[config.mk]
export PLATFORM = sky130hd
export DESIGN_NAME = gpio_share_port
export DESIGN_NICKNAME = d
export VERILOG_FILES = /design/src/rtl/gpio_pkg.sv /design/src/rtl/gpio_ctrl_split.sv /design/src/rtl/gpio_level_resolve.sv /design/src/rtl/gpio_notify_gen.sv /design/src/rtl/gpio_share_port.sv
export SDC_FILE = /design/constraint.sdc
export NUM_CORES = 1
export LEC_CHECK = 0
export CAP_MARGIN = 20
export CORE_ASPECT_RATIO = 1.1
export CORE_MARGIN = 5
export CORE_UTILIZATION = 38
export CTS_BUF_LIST = sky130_fd_sc_hd__clkbuf_2
export CTS_CLUSTER_DIAMETER = 50
export DETAILED_ROUTE_END_ITERATION = 10
export MAX_ROUTING_LAYER = met4
export SETUP_SLACK_MARGIN = 0.05
export SYNTH_ARGS = -nofsm -noshare
export SYNTH_HDL_FRONTEND = slang
export SYNTH_SLANG_ARGS = --single-unit
[constraint.sdc]
create_clock -name clk_i -period 4.1 [get_ports clk_i]
set_input_delay 1.025 -clock clk_i [delete_from_list [all_inputs] [get_ports clk_i]]
set_output_delay 1.025 -clock clk_i [all_outputs]
set_load 0.02 [all_outputs]
[src/rtl/gpio_pkg.sv]
package gpio_pkg;
  localparam int CTRL_OFS = 0;
  localparam int DATA_OFS = 1;
  localparam int IEN_OFS  = 2;
  localparam int MASK_OFS = 3;
endpackage

[src/rtl/gpio_ctrl_split.sv]
module gpio_ctrl_split #(
  parameter int PINS = 16,
  localparam int CW = 2 * PINS
) (
  input  logic [CW-1:0]   ctrl_i,
  output logic [PINS-1:0] dir_o,
  output logic [PINS-1:0] pull_o
);
  for (genvar n = 0; n < PINS; n++) begin : g_pin
    assign dir_o[n]  = ctrl_i[2*n];
    assign pull_o[n] = ctrl_i[2*n+1];
  end
endmodule

[src/rtl/gpio_level_resolve.sv]
module gpio_level_resolve #(
  parameter int PINS = 16
) (
  input  logic [PINS-1:0] cpu_dir_i,
  input  logic [PINS-1:0] cpu_dat_i,
  input  logic [PINS-1:0] per_dir_i,
  input  logic [PINS-1:0] per_dat_i,
  input  logic [PINS-1:0] pull_i,
  output logic [PINS-1:0] lvl_o
);
  always_comb begin
    lvl_o = (cpu_dir_i & cpu_dat_i)
          | (per_dir_i & per_dat_i)
          | (~(cpu_dir_i | per_dir_i) & pull_i);
  end
endmodule

[src/rtl/gpio_notify_gen.sv]
module gpio_notify_gen #(
  parameter int PINS  = 16,
  parameter int SLOTS = 4
) (
  input  logic                  clk_i,
  input  logic                  rst_ni,
  input  logic                  fire_i,
  input  logic [PINS-1:0]       old_i,
  input  logic [PINS-1:0]       new_i,
  input  logic [SLOTS*PINS-1:0] mask_i,
  input  logic [SLOTS-1:0]      present_i,
  output logic [PINS-1:0]       change_o,
  output logic [SLOTS-1:0]      notify_o
);
  logic [PINS-1:0]  diff;
  logic [SLOTS-1:0] hit;

  assign diff = old_i ^ new_i;

  for (genvar s = 0; s < SLOTS; s++) begin : g_slot
    assign hit[s] = present_i[s] && |(mask_i[s*PINS +: PINS] & diff);
  end

  always_ff @(posedge clk_i or negedge rst_ni) begin
    if (!rst_ni) begin
      change_o <= '0;
      notify_o <= '0;
    end else if (fire_i) begin
      change_o <= diff;
      notify_o <= hit;
    end else begin
      change_o <= '0;
      notify_o <= '0;
    end
  end

  p_quiet_without_write_r9: assert property (@(posedge clk_i) disable iff (!rst_ni)
    !fire_i |=> (notify_o == '0 && change_o == '0));
  p_no_change_no_notify_r6: assert property (@(posedge clk_i) disable iff (!rst_ni)
    (change_o == '0) |-> (notify_o == '0));
  p_only_occupied_r7: assert property (@(posedge clk_i) disable iff (!rst_ni)
    fire_i |=> ((notify_o & ~$past(present_i)) == '0));
endmodule

[src/rtl/gpio_share_port.sv]
module gpio_share_port
  import gpio_pkg::*;
#(
  parameter int PINS  = 16,
  parameter int SLOTS = 4,
  parameter int AW    = 3,
  parameter int DW    = 32
) (
  input  logic             clk_i,
  input  logic             rst_ni,
  input  logic             bus_req_i,
  input  logic             bus_we_i,
  input  logic [AW-1:0]    bus_addr_i,
  input  logic [DW-1:0]    bus_wdata_i,
  output logic [DW-1:0]    bus_rdata_o,
  input  logic [PINS-1:0]  per_dir_i,
  input  logic [PINS-1:0]  per_dat_i,
  input  logic [SLOTS-1:0] slot_present_i,
  output logic [PINS-1:0]  pin_lvl_o,
  output logic [PINS-1:0]  change_o,
  output logic [SLOTS-1:0] notify_o,
  output logic             ien_err_o
);
  localparam int CW = 2 * PINS;
  localparam logic [AW-1:0] A_CTRL = AW'(CTRL_OFS);
  localparam logic [AW-1:0] A_DATA = AW'(DATA_OFS);
  localparam logic [AW-1:0] A_IEN  = AW'(IEN_OFS);

  logic [CW-1:0]         ctrl_q, ctrl_nxt;
  logic [PINS-1:0]       dat_q, dat_nxt;
  logic [PINS-1:0]       ien_q;
  logic [SLOTS*PINS-1:0] mask_q;
  logic                  err_q;

  logic wr, wr_ctrl, wr_data, wr_ien, fire;
  logic [SLOTS-1:0] wr_mask;

  assign wr      = bus_req_i && bus_we_i;
  assign wr_ctrl = wr && (bus_addr_i == A_CTRL);
  assign wr_data = wr && (bus_addr_i == A_DATA);
  assign wr_ien  = wr && (bus_addr_i == A_IEN);
  assign fire    = wr_ctrl || wr_data;

  assign ctrl_nxt = wr_ctrl ? bus_wdata_i[CW-1:0] : ctrl_q;
  assign dat_nxt  = wr_data ? bus_wdata_i[PINS-1:0] : dat_q;

  // current and post-write views of the port
  logic [PINS-1:0] dir_cur, pull_cur, dir_nxt, pull_nxt, lvl_cur, lvl_nxt;

  gpio_ctrl_split #(.PINS(PINS)) u_split_cur (
    .ctrl_i(ctrl_q), .dir_o(dir_cur), .pull_o(pull_cur));
  gpio_ctrl_split #(.PINS(PINS)) u_split_nxt (
    .ctrl_i(ctrl_nxt), .dir_o(dir_nxt), .pull_o(pull_nxt));

  gpio_level_resolve #(.PINS(PINS)) u_res_cur (
    .cpu_dir_i(dir_cur), .cpu_dat_i(dat_q), .per_dir_i(per_dir_i),
    .per_dat_i(per_dat_i), .pull_i(pull_cur), .lvl_o(lvl_cur));
  gpio_level_resolve #(.PINS(PINS)) u_res_nxt (
    .cpu_dir_i(dir_nxt), .cpu_dat_i(dat_nxt), .per_dir_i(per_dir_i),
    .per_dat_i(per_dat_i), .pull_i(pull_nxt), .lvl_o(lvl_nxt));

  gpio_notify_gen #(.PINS(PINS), .SLOTS(SLOTS)) u_notify (
    .clk_i(clk_i), .rst_ni(rst_ni), .fire_i(fire), .old_i(lvl_cur),
    .new_i(lvl_nxt), .mask_i(mask_q), .present_i(slot_present_i),
    .change_o(change_o), .notify_o(notify_o));

  always_ff @(posedge clk_i or negedge rst_ni) begin
    if (!rst_ni) begin
      ctrl_q <= '0;
      dat_q  <= '0;
      ien_q  <= '0;
      err_q  <= 1'b0;
    end else begin
      ctrl_q <= ctrl_nxt;
      dat_q  <= dat_nxt;
      if (wr_ien) ien_q <= bus_wdata_i[PINS-1:0];
      err_q  <= wr_ien && (bus_wdata_i[PINS-1:0] != '0);
    end
  end

  for (genvar s = 0; s < SLOTS; s++) begin : g_mask
    assign wr_mask[s] = wr && (bus_addr_i == AW'(MASK_OFS + s));
    always_ff @(posedge clk_i or negedge rst_ni) begin
      if (!rst_ni)         mask_q[s*PINS +: PINS] <= '0;
      else if (wr_mask[s]) mask_q[s*PINS +: PINS] <= bus_wdata_i[PINS-1:0];
    end
  end

  always_comb begin
    bus_rdata_o = '0;
    if (bus_addr_i == A_CTRL)      bus_rdata_o = DW'(ctrl_q);
    else if (bus_addr_i == A_DATA) bus_rdata_o = DW'(lvl_cur);
    else if (bus_addr_i == A_IEN)  bus_rdata_o = DW'(ien_q);
    for (int s = 0; s < SLOTS; s++)
      if (bus_addr_i == AW'(MASK_OFS + s)) bus_rdata_o = DW'(mask_q[s*PINS +: PINS]);
  end

  assign pin_lvl_o = lvl_cur;
  assign ien_err_o = err_q;

  p_read_levels_r4: assert property (@(posedge clk_i) disable iff (!rst_ni)
    (bus_req_i && !bus_we_i && bus_addr_i == A_DATA) |-> (bus_rdata_o == DW'(pin_lvl_o)));
  p_err_on_nonzero_r8: assert property (@(posedge clk_i) disable iff (!rst_ni)
    (wr_ien && bus_wdata_i[PINS-1:0] != '0) |=> ien_err_o);
  p_err_only_on_write_r8: assert property (@(posedge clk_i) disable iff (!rst_ni)
    !wr_ien |=> !ien_err_o);
endmodule

==> metrics.md <==
| Metric | Value |
|---|---|
| Area Growth Syn to Fin | `34.1%` |
| Worst slew margin | `between 40% and 50%` |
| Skew final | `23.3 ps` |
| Mapped Area | `approximately 7700 um2` |
| Final Util | `between 50% and 60%` |
| Final period utilization | `about 100%` |
| Reg2reg start | `ctrl_q[2]` |
| Crit. path cell count | `7` |
| DP Worst Slack | `-190 ps` |
| Hold Crit Class | `in -> async` |
| Sequential share of power | `around 43%` |
| Layout Nets | `between 900 and 1k` |
| # clock sinks | `~150` |
| Hpwl dp | `~20,000 um` |
| CP top delay family | `buffers and inverters` |
| Design area | `10,300 um2` |
| CTS tree | `built` |
| Reg-to-reg endpoint | `u_notify.notify_o[3]` |
| Slowest-stage cell, CP | `clkdlybuf4s50_1` |
| Fmax | `between 200 and 300 MHz` |
| IO Port Bufs | `around 140` |
| Core area | `19,900 um2` |
| Max Cap Viol | `0` |
| CTS H-Tree Depth | `4` |
| First-pass GRT wire length | `41,900 um` |
| Final ANT Viol Nets | `0` |
| Tmin final | `~4000 ps` |
| Total track usage | `23.9%` |
| Root Driver | `clkbuf_2` |
| Postcts setup bufs | `0` |
| Fillers | `roughly 1.8k` |
| Post-synth EDFFs | `0` |
| Post-DP Area | `~10,000 um2` |
| Switching part of the total | `between 30% and 40%` |
| CTS buffer count | `17` |
| Area contributors post-synth | `dfrtp_1 (49%), mux2_2 (14%), nand2_1 (3.9%), mux4_2 (3.8%), nor2_1 (2.5%)` |
| Crit path largest cell delay | `about 550 ps` |
| Clock Power Share | `a little under a fifth` |
| Int Power | `between 3 and 4 mW` |
| Yosys warning total | `0` |
| Syn nets | `around 750` |
| Syn Inst Count | `679` |
| Synth top area share | `48.6%` |
| Post-CTS Hold Buffers | `0` |
| TritonRoute pass-1 iters | `5` |
| Wirelength per Cell | `between 20 and 25 um` |
| RSZ-0062 raised after global routing | `no` |
| Via count | `between 6k and 7k` |
| Synth unique cells | `between 50 and 60` |
| Die area | `between 20,000 and 25,000 um2` |
| Seq cells post-synth | `approximately 150` |
| Final setup viols | `0` |
| Final setup margin | `approximately 120 ps` |
| Worst Path Max Fanout | `3` |
| Post-DR vias/cell | `roughly 5.6` |
| Count leader, synth | `dfrtp_1` |
| WP buf/inv | `2` |
| Rows | `between 50 and 60` |
| GRT overflow | `0` |
| Vias in the first global route | `between 6k and 7k` |
| Longest Clk Path Bufs | `2` |
| Final Hold Fails | `0` |
| CP cell instances | `clkdlybuf4s50_1 -> nor3b_1 -> a221o_1 -> mux4_2 -> nor2_1 -> a21oi_1 -> dlygate4sd2_1` |
| Largest net degree at the start of global routing | `73` |
| Initial antenna violation count | `1` |
| Gate power share | `38.8%` |
| Die Ht | `~160 um` |
| Leak pwr | `4.60 nW` |
| Clock insertion delay at the later pin of the skew report | `740 ps` |
| Peak supply drop | `approximately 290 uV` |
| DIE WIDTH | `approximately 150 um` |
| Initial Util | `~39%` |
| Max-slew violations | `0` |
| Post-synthesis sequential area ratio | `approximately half` |
| Post-synth ARST share | `100%` |
| Endpoint type of the worst setup path | `output port` |
| Worst Path Required | `3070 ps` |
| Critical path class | `in -> out` |
| Worst EP arrival | `between 2000 and 3000 ps` |
| Routability congestion estimate | `just over 0.9` |
| Worst-Margin Slew | `845 ps` |
| Fin Setup TNS | `0 ps` |
| Synthesized area per cell | `approximately 11 um2` |
| Synth cell count leaders | `dfrtp_1 (149), mux2_2 (95), nand2_1 (80)` |
| First DRT Iteration DRCs | `460` |
| Pwr per Cell Area | `around 470 nW/um2` |
| Clock slew at reported path FFs | `~230 ps` |
| CP startpoint kind | `primary input` |
| DRC Markers | `0` |
| Dominant cell type by area after synthesis | `dfrtp_1` |
| R2R setup slack | `~1700 ps` |
| R2R depth | `7` |
| WL final | `27,000 um` |
| Psw | `~1.8 mW` |
| # IOs | `~140` |
| Top FF cell, synth | `dfrtp_1` |
| Layout cells sized above 1 | `roughly 28%` |
| Status | `finished clean` |
stage by stage:
step / hold WS [ps] / power, mW / std cells
5_1_grt: 247 / 5.09 / 1171
4_1_cts: 219 / 4.86 / 1170
3_3_place_gp: 474 / 3.95 / 1138
6_report: 247 / 4.84 / 1171
2_1_floorplan: 451 / 3.00 / 679
3_5_place_dp: 479 / 4.00 / 1138
state kept, by name, summed over array words and instances, names as in the netlist:
name / count
u_notify.notify_o: 4
ctrl_q: 32
ien_q: 16
u_notify.change_o: 16
dat_q: 16
mask_q: 64
ien_err_o: 1
kinds of logic after synthesis:
kind of cell | after synthesis | synth area share [%]
and+or+nand+nor | 208 | 13.3
xor gates and xnor gates | 16 | 1.83
buffers and inverters | 38 | 2.19
AOI/OAI and AO/OA | 126 | 11.6
muxes | 142 | 22.5
DFF | 149 | 48.6
power groups by stage:
stage	Clock, mW	Combinational (mW)	Sequential, mW
floorplan	0	0.899	2.10
global placement	0	1.86	2.09
detailed placement	0	1.89	2.11
CTS	0.907	1.88	2.08
global route	0.963	2.00	2.12
finish	0.887	1.88	2.08
cells in the final DEF (no fill, tap or decap), types with 3 or more instances in the layout:
cell and instances:
xnor2_1 12, nand4_1 10, bufinv_16 3, nand2_1 80
clkdlybuf4s50_1 108, a22oi_1 16, nor3b_1 8, and2_1 19
a221o_1 11, nand3_1 4, o211a_1 3, nor2_2 5
clkinv_1 4, a221oi_1 4, buf_4 91, o21ai_0 26
buf_12 5, clkbuf_2 20, xor2_1 4, dfrtp_1 149
a221oi_2 3, mux4_2 13, clkinvlp_4 3, a21oi_1 36
mux2i_1 19, dlymetal6s2s_1 4, nor2_1 48, a41oi_1 3
o21ai_1 3, mux2_1 14, dlygate4sd2_1 24, nor4_1 4
a222oi_1 9, nand2b_1 12, mux2_2 95, clkinv_4 3
inv_1 6
worst reg2reg max path, stage by stage, from the launching register on:
cell and delay, ps:
dfrtp_1 440, mux2_1 330, a2111oi_2 350, xnor2_1 310
a222oi_1 360, buf_4 190, nand4_1 130, o211a_1 250
metal layers:
layer	GRT usage, %	vias to the layer above	routed length [um]
met1	31.5	3325	11700
met2	37.4	256	12900
met4	8.48	0	783
met5	-	-	0
li1	-	2947	-
met3	4.07	36	1560
cell type report:
cell class              instances  area, um2  share of cell area [%]
multi-input cells             492       3800                    36.9
flip-flops and latches        149       3730                    36.2
repair buffers                239       2170                    21.1
well taps                     252        315                    3.07
clock inverters                15        164                    1.59
clock buffers                  17       85.1                   0.827
inverters                       6       22.5                   0.219
diodes                          1       2.50                  0.0243
how the worst max path moves through the flow:
stage                     slack (ps)          start              end
after floorplan                  280  bus_addr_i[1]   bus_rdata_o[2]
after global placement          -190  per_dir_i[13]  bus_rdata_o[13]
after detailed placement        -190  per_dir_i[13]  bus_rdata_o[13]
after CTS                         30  per_dir_i[13]  bus_rdata_o[13]
after global routing              70   per_dir_i[5]   bus_rdata_o[5]
final                            120   per_dir_i[5]   bus_rdata_o[5]
what timing repair did:
action	4_1_cts	5_1_grt
gates cloned	0	0
setup endpoints to repair	28	8
resized for setup	33	13
(Power assumes the default switching activity.)
